===== src/rtl/canmc_pkg.sv =====
package canmc_pkg;

    // bit positions inside the mode byte (read back in this order)
    localparam int MB_RESET   = 0;
    localparam int MB_LISTEN  = 1;
    localparam int MB_SELFTST = 2;
    localparam int MB_FILTER  = 3;

    // bit positions inside the command byte
    localparam int CB_TXREQ   = 0;
    localparam int CB_ABORT   = 1;
    localparam int CB_RELEASE = 2;
    localparam int CB_CLRDOR  = 3;
    localparam int CB_SELFRX  = 4;

    typedef struct packed {
        logic single_filter;
        logic self_test;
        logic listen_only;
        logic reset_mode;
    } mode_t;

    typedef struct packed {
        logic self_rx;
        logic clr_overrun;
        logic release_rx;
        logic abort;
        logic tx_req;
    } cmd_t;

    typedef enum logic [1:0] {
        TX_IDLE = 2'd0,
        TX_WAIT = 2'd1,
        TX_BUSY = 2'd2
    } tx_state_t;

    localparam mode_t MODE_AT_RESET = '{single_filter: 1'b0, self_test: 1'b0,
                                        listen_only: 1'b0, reset_mode: 1'b1};

    function automatic cmd_t decode_cmd(input logic [4:0] d);
        cmd_t c;
        c.tx_req      = d[CB_TXREQ];
        c.abort       = d[CB_ABORT];
        c.release_rx  = d[CB_RELEASE];
        c.clr_overrun = d[CB_CLRDOR];
        c.self_rx     = d[CB_SELFRX];
        return c;
    endfunction

    // configuration bits follow the data only when reset mode was already on
    function automatic mode_t merge_mode(input mode_t cur, input logic [3:0] d);
        mode_t r;
        r = cur;
        r.reset_mode = d[MB_RESET];
        if (cur.reset_mode) begin
            r.listen_only   = d[MB_LISTEN];
            r.self_test     = d[MB_SELFTST];
            r.single_filter = d[MB_FILTER];
        end
        return r;
    endfunction

    function automatic logic [7:0] mode_byte(input mode_t m);
        return {4'b0000, m};
    endfunction

endpackage


===== src/rtl/canmc_mode_reg.sv =====
module canmc_mode_reg
    import canmc_pkg::*;
#(
    parameter int ADDR_W    = 3,
    parameter int MODE_ADDR = 0
) (
    input  logic              clk,
    input  logic              rst,
    input  logic              wr_i,
    input  logic [ADDR_W-1:0] addr_i,
    input  logic [3:0]        wdata_i,
    output mode_t             mode_o,
    output logic              quiet_o
);

    localparam logic [ADDR_W-1:0] MODE_A = ADDR_W'(MODE_ADDR);

    mode_t mode_q;
    mode_t mode_d;
    logic  hit;

    assign hit = wr_i && (addr_i == MODE_A);

    always_comb begin
        mode_d = mode_q;
        if (hit) begin
            mode_d = merge_mode(mode_q, wdata_i);
        end
    end

    always_ff @(posedge clk) begin
        if (rst) begin
            mode_q <= MODE_AT_RESET;
        end else begin
            mode_q <= mode_d;
        end
    end

    // quiet covers the cycle of entry as well as the whole reset-mode period
    assign quiet_o = mode_q.reset_mode | mode_d.reset_mode;
    assign mode_o  = mode_q;

    a_r3_cfg_locked: assert property (@(posedge clk) disable iff (rst)
        !mode_q.reset_mode |=>
            $stable({mode_q.single_filter, mode_q.self_test, mode_q.listen_only}));

    a_r2_enter_reset: assert property (@(posedge clk) disable iff (rst)
        (hit && wdata_i[MB_RESET]) |=> mode_q.reset_mode);

    a_r2_leave_reset: assert property (@(posedge clk) disable iff (rst)
        (hit && !wdata_i[MB_RESET]) |=> !mode_q.reset_mode);

endmodule


===== src/rtl/canmc_cmd_ctrl.sv =====
module canmc_cmd_ctrl
    import canmc_pkg::*;
(
    input  logic clk,
    input  logic rst,
    input  logic cmd_wr_i,
    input  cmd_t cmd_i,
    input  logic quiet_i,
    input  logic tx_start_i,
    input  logic tx_done_i,
    input  logic tx_int_en_i,
    output logic tx_go_o,
    output logic tx_one_shot_o,
    output logic tx_self_rx_o,
    output logic tx_cancel_o,
    output logic tx_irq_o,
    output logic release_o,
    output logic release_now_o,
    output logic clr_dor_o
);

    tx_state_t state_q;
    tx_state_t state_d;
    logic      act;
    logic      want_tx;
    logic      want_cancel;

    assign act     = cmd_wr_i && !quiet_i;
    assign want_tx = act && (cmd_i.tx_req || cmd_i.self_rx) && (state_q == TX_IDLE);
    // an abort loses against a start reported in the same cycle
    assign want_cancel = act && cmd_i.abort && !cmd_i.tx_req && !cmd_i.self_rx
                         && (state_q == TX_WAIT) && !tx_start_i;

    assign release_now_o = act && cmd_i.release_rx;
    assign clr_dor_o     = act && cmd_i.clr_overrun;

    always_comb begin
        state_d = state_q;
        if (quiet_i) begin
            state_d = TX_IDLE;
        end else begin
            case (state_q)
                TX_IDLE: if (want_tx) state_d = TX_WAIT;
                TX_WAIT: begin
                    if (want_cancel || tx_done_i) state_d = TX_IDLE;
                    else if (tx_start_i)          state_d = TX_BUSY;
                end
                TX_BUSY: if (tx_done_i) state_d = TX_IDLE;
                default: state_d = TX_IDLE;
            endcase
        end
    end

    always_ff @(posedge clk) begin
        if (rst) begin
            state_q       <= TX_IDLE;
            tx_go_o       <= 1'b0;
            tx_one_shot_o <= 1'b0;
            tx_self_rx_o  <= 1'b0;
            tx_cancel_o   <= 1'b0;
            tx_irq_o      <= 1'b0;
            release_o     <= 1'b0;
        end else begin
            state_q       <= state_d;
            tx_go_o       <= want_tx;
            tx_one_shot_o <= want_tx && cmd_i.abort;
            tx_self_rx_o  <= want_tx && cmd_i.self_rx;
            tx_cancel_o   <= want_cancel;
            tx_irq_o      <= !quiet_i && tx_done_i && tx_int_en_i;
            release_o     <= release_now_o;
        end
    end

    a_r7_go_cancel_excl: assert property (@(posedge clk) disable iff (rst)
        $onehot0({tx_go_o, tx_cancel_o}));

    a_r6_one_shot_with_go: assert property (@(posedge clk) disable iff (rst)
        tx_one_shot_o |-> tx_go_o);

    a_r8_self_rx_with_go: assert property (@(posedge clk) disable iff (rst)
        tx_self_rx_o |-> tx_go_o);

    a_r5_go_when_operating: assert property (@(posedge clk) disable iff (rst)
        tx_go_o |-> !$past(quiet_i));

    a_r7_no_cancel_after_start: assert property (@(posedge clk) disable iff (rst)
        (state_q == TX_BUSY) |=> !tx_cancel_o);

    a_r12_irq_from_done: assert property (@(posedge clk) disable iff (rst)
        tx_irq_o |-> $past(tx_done_i));

endmodule


===== src/rtl/canmc_rx_status.sv =====
module canmc_rx_status #(
    parameter int CNT_W = 4
) (
    input  logic             clk,
    input  logic             rst,
    input  logic             quiet_i,
    input  logic             release_now_i,
    input  logic             clr_dor_i,
    input  logic             rx_done_i,
    input  logic             overrun_i,
    input  logic [CNT_W-1:0] msg_count_i,
    input  logic             rx_int_en_i,
    output logic             rbs_o,
    output logic             dor_o,
    output logic             rx_irq_o
);

    localparam logic [CNT_W-1:0] ONE_MSG = CNT_W'(1);

    logic rbs_q, rbs_d;
    logic dor_q, dor_d;
    logic irq_d;
    logic more_waiting;

    assign more_waiting = msg_count_i > ONE_MSG;

    always_comb begin
        if (quiet_i) begin
            rbs_d = 1'b0;
            dor_d = 1'b0;
        end else begin
            rbs_d = release_now_i ? (more_waiting || rx_done_i) : (rbs_q || rx_done_i);
            // a fresh overrun wins over a clear in the same cycle
            dor_d = overrun_i || (dor_q && !clr_dor_i);
        end
        irq_d = !quiet_i && rx_int_en_i && rbs_d && (!rbs_q || release_now_i);
    end

    always_ff @(posedge clk) begin
        if (rst) begin
            rbs_q    <= 1'b0;
            dor_q    <= 1'b0;
            rx_irq_o <= 1'b0;
        end else begin
            rbs_q    <= rbs_d;
            dor_q    <= dor_d;
            rx_irq_o <= irq_d;
        end
    end

    assign rbs_o = rbs_q;
    assign dor_o = dor_q;

    a_r13_quiet_clears: assert property (@(posedge clk) disable iff (rst)
        quiet_i |=> (!rbs_q && !dor_q && !rx_irq_o));

    a_r11_overrun_sets: assert property (@(posedge clk) disable iff (rst)
        (overrun_i && !quiet_i) |=> dor_q);

    a_r9_irq_needs_ready: assert property (@(posedge clk) disable iff (rst)
        rx_irq_o |-> rbs_q);

    a_r10_arrival_sets: assert property (@(posedge clk) disable iff (rst)
        (rx_done_i && !quiet_i) |=> rbs_q);

endmodule


===== src/rtl/canmc_top.sv =====
module canmc_top
    import canmc_pkg::*;
#(
    parameter int ADDR_W    = 3,
    parameter int CNT_W     = 4,
    parameter int MODE_ADDR = 0,
    parameter int CMD_ADDR  = 1
) (
    input  logic              clk,
    input  logic              rst,
    input  logic              reg_wr,
    input  logic [ADDR_W-1:0] reg_addr,
    input  logic [7:0]        reg_wdata,
    output logic [7:0]        reg_rdata,
    input  logic              tx_start,
    input  logic              tx_done,
    input  logic              rx_done,
    input  logic              rx_overrun,
    input  logic [CNT_W-1:0]  rx_msg_count,
    input  logic              rx_int_en,
    input  logic              tx_int_en,
    output logic              mode_reset,
    output logic              mode_listen,
    output logic              mode_selftest,
    output logic              mode_single_filter,
    output logic              tx_go,
    output logic              tx_one_shot,
    output logic              tx_self_rx,
    output logic              tx_cancel,
    output logic              rx_release,
    output logic              rx_ready,
    output logic              data_overrun,
    output logic              rx_irq,
    output logic              tx_irq
);

    localparam logic [ADDR_W-1:0] MODE_A = ADDR_W'(MODE_ADDR);
    localparam logic [ADDR_W-1:0] CMD_A  = ADDR_W'(CMD_ADDR);

    mode_t mode;
    cmd_t  cmd;
    logic  quiet;
    logic  cmd_wr;
    logic  release_now;
    logic  clr_dor;
    logic  unused_reserved;

    assign unused_reserved = ^reg_wdata[7:5];
    assign cmd    = decode_cmd(reg_wdata[4:0]);
    assign cmd_wr = reg_wr && (reg_addr == CMD_A);

    canmc_mode_reg #(
        .ADDR_W    (ADDR_W),
        .MODE_ADDR (MODE_ADDR)
    ) i_mode (
        .clk     (clk),
        .rst     (rst),
        .wr_i    (reg_wr),
        .addr_i  (reg_addr),
        .wdata_i (reg_wdata[3:0]),
        .mode_o  (mode),
        .quiet_o (quiet)
    );

    canmc_cmd_ctrl i_cmd (
        .clk           (clk),
        .rst           (rst),
        .cmd_wr_i      (cmd_wr),
        .cmd_i         (cmd),
        .quiet_i       (quiet),
        .tx_start_i    (tx_start),
        .tx_done_i     (tx_done),
        .tx_int_en_i   (tx_int_en),
        .tx_go_o       (tx_go),
        .tx_one_shot_o (tx_one_shot),
        .tx_self_rx_o  (tx_self_rx),
        .tx_cancel_o   (tx_cancel),
        .tx_irq_o      (tx_irq),
        .release_o     (rx_release),
        .release_now_o (release_now),
        .clr_dor_o     (clr_dor)
    );

    canmc_rx_status #(
        .CNT_W (CNT_W)
    ) i_rx (
        .clk           (clk),
        .rst           (rst),
        .quiet_i       (quiet),
        .release_now_i (release_now),
        .clr_dor_i     (clr_dor),
        .rx_done_i     (rx_done),
        .overrun_i     (rx_overrun),
        .msg_count_i   (rx_msg_count),
        .rx_int_en_i   (rx_int_en),
        .rbs_o         (rx_ready),
        .dor_o         (data_overrun),
        .rx_irq_o      (rx_irq)
    );

    always_comb begin
        reg_rdata = 8'h00;
        if (reg_addr == MODE_A) begin
            reg_rdata = mode_byte(mode);
        end
    end

    assign mode_reset         = mode.reset_mode;
    assign mode_listen        = mode.listen_only;
    assign mode_selftest      = mode.self_test;
    assign mode_single_filter = mode.single_filter;

    a_r4_cmd_reads_zero: assert property (@(posedge clk) disable iff (rst)
        (reg_addr == CMD_A) |-> (reg_rdata == 8'h00));

endmodule


===== config.mk =====
export PLATFORM = sky130hd
export DESIGN_NAME = canmc_top
export DESIGN_NICKNAME = d
export VERILOG_FILES = /design/src/rtl/canmc_pkg.sv /design/src/rtl/canmc_mode_reg.sv /design/src/rtl/canmc_cmd_ctrl.sv /design/src/rtl/canmc_rx_status.sv /design/src/rtl/canmc_top.sv
export SDC_FILE = /design/constraint.sdc
export NUM_CORES = 1
export LEC_CHECK = 0
export BUFFER_PORTS_ARGS = -buffer_cell sky130_fd_sc_hd__buf_2
export CAP_MARGIN = 20
export CORE_MARGIN = 10
export CORE_UTILIZATION = 39
export CTS_BUF_LIST = sky130_fd_sc_hd__clkbuf_4 sky130_fd_sc_hd__clkbuf_8
export DETAILED_ROUTE_END_ITERATION = 8
export PLACE_DENSITY = 0.86
export SYNTH_ARGS = -nofsm -noshare
export SYNTH_HDL_FRONTEND = slang
export SYNTH_SLANG_ARGS = --single-unit

===== constraint.sdc =====
create_clock -name clk -period 1.29 [get_ports clk]
set_clock_uncertainty 0.15 [all_clocks]
set_input_delay 0.0645 -clock clk [delete_from_list [all_inputs] [get_ports clk]]
set_output_delay 0.0645 -clock clk [all_outputs]
set_load 0.05 [all_outputs]

======== Word level (Yosys, flattened, before mapping) ========
Index checks and enable logic that the tools add are counted.
word-level totals
  input port bits ......................... 24
  logic and storage cells ................. 68
  register bits after elaboration ......... 15
operators by class
  equality and inequality tests ........... 6
  $lt $le $gt $ge ......................... 1
  bitwise gates (word level) .............. 1
  multiplexer cells ....................... 9
  reductions and logical operators ........ 37
operator list
  cell                number
  $logic_and 1x1->1   20
  $mux 2              4
  $logic_not 1->1     6
  $logic_or 1x1->1    6
  $pmux 2 s3          1
  $gt 4x1->1 const B  1
  $mux 4              1
  $eq 3x1->1 const B  1
  $logic_not 3->1     1
  $mux 1              3
  $ne 3x3->1 const B  1
  $reduce_and 3->1    1
  $eq 2x1->1 const B  1
  $eq 2x2->1 const B  1
  $logic_not 2->1     1
  $ne 2x1->1 const B  1
  $ne 2x2->1 const B  1
  $reduce_and 2->1    1
  $reduce_or 2->1     1
  $or 1x1->1          1

======== Depth between registers and ports, before layout ========
  depth after elaboration ................. 14
  gate-level depth with buffers ........... 4
  mapped depth without buffers ............ 3

======== By module ========
A second synthesis with hierarchy kept.
second synthesis, totals
  cell total of the unflattened synthesis .. 70
  area total of the unflattened synthesis .. 734.5 um^2
by module, submodules not included
  module           times used  area each (um^2)  seq. area each (um^2)  cells each
  canmc_cmd_ctrl   1           324.1             160.2                  30
  canmc_mode_reg   1           195.2             80.1                   18
  canmc_rx_status  1           133.9             60.1                   12
  canmc_top        1           81.3              0.0                    10

======== Worst setup path before layout ========
No wires, ideal clock.
  path kind ............................... register to register
  start point ............................. register i_mode.mode_q, in the netlist i_mode.mode_o[0]
  end point ............................... register i_cmd.tx_one_shot_o
  stages on the path, launching flop included .. 5
  period minus slack after synthesis ...... 1.595 ns
  setup slack ............................. -0.305 ns
  buffers on the path ..................... 1
  data arrival time ....................... 1.349 ns
  cells stage by stage .................... dfxtp_1 -> clkbuf_2 -> nor3b_4 -> nand3b_2 -> nor4b_1
on the way
  word-level cells in the longest chain between the ends .. 7
RTL lines
  item                              RTL line              source
  start: declaration                canmc_mode_reg.sv:18  mode_t mode_q;
  start signal: assignment          canmc_mode_reg.sv:35  mode_q <= mode_d;
  $mux 1                            canmc_mode_reg.sv:26  if (hit) begin
  $or 1x1->1 *                      canmc_mode_reg.sv:40  assign quiet_o = mode_q.reset_mode | mode_d.reset_mode;
  $logic_not 1->1 *                 canmc_cmd_ctrl.sv:28  assign act = cmd_wr_i && !quiet_i;
  $logic_and 1x1->1 *               canmc_cmd_ctrl.sv:28
  $logic_and 1x1->1 * (2 in a row)  canmc_cmd_ctrl.sv:29  assign want_tx = act && (cmd_i.tx_req || cmd_i.self_rx) && (state_q == TX_IDLE);
  $logic_and 1x1->1 *               canmc_cmd_ctrl.sv:66  tx_one_shot_o <= want_tx && cmd_i.abort;
  end signal: assignment            canmc_cmd_ctrl.sv:66
  end: declaration                  canmc_cmd_ctrl.sv:13  output logic tx_one_shot_o,
Mark *: on every way between the ends. The rest lies on a longest branch, timed or not.
A chain may end at the register's enable or synchronous reset.

======== Worst setup path after layout ========
  start point ............................. register i_cmd.state_q[1]
  end point ............................... register i_cmd.state_q[0]
on the way
  word-level cells in the longest chain between the ends .. 6
  elaborated cells between the ends (all ways) .. 13
RTL lines
  item                                                                    RTL line                                    source
  start: declaration                                                      canmc_cmd_ctrl.sv:22                        tx_state_t state_q;
  start signal: assignment                                                canmc_cmd_ctrl.sv:64                        state_q <= state_d;
  $eq 2x1->1                                                              canmc_cmd_ctrl.sv:32, canmc_cmd_ctrl.sv:42
  $logic_and 1x1->1 (2 in a row)                                          canmc_cmd_ctrl.sv:32                        && (state_q == TX_WAIT) && !tx_start_i;
  $logic_or 1x1->1                                                        canmc_cmd_ctrl.sv:45                        if (want_cancel || tx_done_i) state_d = TX_IDLE;
  $ne 3x3->1 (no source line) / $mux 2 (equally long branches)            n/a
  $reduce_and 3->1 (no source line) / $pmux 2 s3 (equally long branches)  n/a
Parallel ways exist; a longest one is shown, timed or not.

==> metrics.txt <==
Final Setup Violations 3; core area about 1700 um2; Max Root-Sink Buffers 2; Layout Nets ~160; register area 307 um2; Residual DRC 0; Total GRT Usage 0.109; fillers roughly 130; Routed Antenna Nets 0; largest net degree at the start of global routing 10; Die Ht approximately 63 um; Critical Path Fanout Max 2; IO Port Bufs 36; flops & latches, synth 15; share of cells above drive strength 1 0.482; Post-synth ARST share 0; final worst-path cycle share 1.05; worst hold stages 3; CP required between 1000 and 1500 ps; clk slew on worst S/H paths approximately 90 ps; vias per inst slightly below 5; HP Class input pin to register; routed vias 798; 1st-iter DRT viols 11; setup ws final -68.4 ps; HP Start rx_msg_count[2]; total gr overflow 0; total CTS buffers 3; Post-synth EDFFs 0; post-DP HPWL ~1.6 mm; Synth Flop Type dfxtp_1; library cells used by synthesis 31; Startpoint Class register; CTS root buffer clkbuf_4; RePlAce Congestion between 0.8 and 0.9; Die X around 63 um; first-pass GRT wire length 3.66 mm; Hold Vio Cnt, Final 1; initial antenna violation count 0; die area a little under 4000 um2; cell area after synthesis 717 um2; area leader, netlist dfxtp_1; worst r2r path cells 3; Crit-path slowest cell or4b_1; clk sinks 15; Fin Hold WS -12.9 ps; top cell type's share of synthesized area 0.419; vias in the first global route 833; crit-path cells or4b_1 -> a31o_1 -> o22ai_1; Hold Path Sink i_rx.rx_irq_o$_SDFF_PP0_; FF-to-FF End i_cmd.state_q[0]$_SDFFE_PP0P_; Util after Layout 0.708; site row count 15; Initial Util 0.415; reg-to-reg startpoint i_cmd.state_q[1]$_SDFFE_PP0P_; Reg2Reg Setup Slack -70 ps; I/O pins 45; Post-Syn Instances slightly below 80; RSZ-0062 raised after global routing yes; Area contributors post-synth dfxtp_1, and2_1, buf_4; Setup CP Type register to register; clock latency on the worst-skew pair ~290 ps; failing checks negative hold slack, negative setup slack; run status finished with violations; htree depth 1; slowest stage delay, CP between 400 and 500 ps; Critical Path AT 1420 ps; CTS tree built; VDD IR-drop max around 0.54 mV; # diodes 0; TritonRoute pass-1 iters 4; fmax between 0.7 and 0.8 GHz; area of the multi-input gates between 400 and 500 um2; Final Routed Wirelength approximately 2.4 mm; Avg WL per Cell ~15 um; Design Power just over 0.0009 W; Leak Pwr ~0.58 nW; sequential element share of the synthesized area 0.419; CP Capture Type register; Power Dens Cells about 760 nW/um2; maxcap violations 0; post-layout min period 1360 ps; Synth Warn # 0; final slew viol count 0; synthesized area per cell roughly 9.3 um2; area grow syn2layout 70.5%
==> timing repair <==
action                                  4_1_cts  5_1_grt
hold buffers                                 13        0
endpoints found under the hold margin        14        0
gates resized for setup                       5        9
buffers inserted                              0        2
pin swaps                                     2        3
endpoints found under the setup margin        2        6
==> cells in the final DEF, fill, tap and decap left out, types with 2 or more instances in the layout <==
cell type      synthesis  final
a21oi_1                5      4
a311oi_1               3      2
and2_2                 0      3
buf_2                  0     34
buf_4                  4      7
buf_6                  0      2
clkbuf_4               0      4
conb_1                 1      4
dfxtp_1               15     12
dfxtp_2                0      2
dlygate4sd3_1          0     13
inv_1                  6      6
nand3_1                3      3
nor2_1                 6      6
nor3_1                 3      2
nor4_2                 1      2
nor4b_4                1      3
o21ai_0                4      4
or4b_1                 2      2
==> stage by stage <==
step	cell area, um2	TNS, ps	worst slack (ps)	hold slack [ps]	std cells
finish	1220	-111	-68.4	-12.9	162
global route	1220	-385	-112	9.77	162
CTS	1160	-79.8	-79.8	6.44	160
detailed placement	987	-83.7	-83.7	138	143
global placement	987	-36.3	-36.3	131	143
floorplan	767	-639	-124	-16.4	80
==> synthesized netlist by cell type (2+ instances only) <==
cell type / count
o21ai_0: 4
or4b_1: 2
a21oi_1: 5
buf_4: 4
nor3_1: 3
a311oi_1: 3
nand3_1: 3
dfxtp_1: 15
and2_1: 5
inv_1: 6
nor4b_1: 2
nor2_1: 6
==> registers in the layout (all words and copies together), names as in the netlist <==
name / flops
i_cmd.tx_self_rx_o: 1
i_cmd.state_q: 2
i_mode.mode_o: 4
i_cmd.tx_go_o: 1
i_cmd.tx_irq_o: 1
i_cmd.tx_one_shot_o: 1
i_rx.rbs_o: 1
i_cmd.release_o: 1
i_cmd.tx_cancel_o: 1
i_rx.rx_irq_o: 1
i_rx.dor_o: 1
==> kinds of logic after synthesis <==
group	share of synthesized area
and+or+nand+nor	0.316
buffers and inverters	0.0803
other	0.00523
AOI/OAI and AO/OA	0.180
DFF	0.419
==> per-layer routing <==
layer / vias up / GRT usage / wire length (um)
met4: 0 / 0.0615 / 62
met1: 368 / 0.116 / 975
met5: - / 0 / 0
met2: 32 / 0.189 / 1200
li1: 394 / - / -
met3: 4 / 0.0305 / 125
==> final cells by class <==
class / instances / area share
Timing Repair Buffer: 58 / 0.325
Multi-Input combinational cell: 54 / 0.357
Sequential cell: 15 / 0.251
Clock buffer: 3 / 0.0184
Clock inverter: 1 / 0.00409
Inverter: 6 / 0.0184
Tap cell: 25 / 0.0256
==> power by group <==
part / switching, W / total, W / internal [W]
registers: 0.00000392 / 0.000470 / 0.000466
logic: 0.000111 / 0.000194 / 0.0000831
clock network: 0.000156 / 0.000272 / 0.000115
total: 0.000271 / 0.000935 / 0.000664
==> how the worst max path moves through the flow <==
stage	startpoint	endpoint	cells past startpoint
3_5_place_dp	i_cmd.state_q[1]$_SDFFE_PP0P_	i_cmd.state_q[0]$_SDFFE_PP0P_	3
5_1_grt	i_cmd.state_q[1]$_SDFFE_PP0P_	i_cmd.state_q[0]$_SDFFE_PP0P_	3
4_1_cts	i_cmd.state_q[1]$_SDFFE_PP0P_	i_cmd.state_q[0]$_SDFFE_PP0P_	3
3_3_place_gp	i_cmd.state_q[1]$_SDFFE_PP0P_	i_cmd.state_q[0]$_SDFFE_PP0P_	3
2_1_floorplan	i_mode.mode_o[0]$_SDFF_PP1_	i_cmd.tx_one_shot_o$_SDFF_PP0_	4
6_report	i_cmd.state_q[1]$_SDFFE_PP0P_	i_cmd.state_q[0]$_SDFFE_PP0P_	3
==> worst max-delay path, delay by kind of cell, from the launching register on <==
family	cells	cell delay (ps)
simple gates	1	470
flops	1	330
compound gates	2	330
No activity file was read; power rests on OpenSTA's default activity.
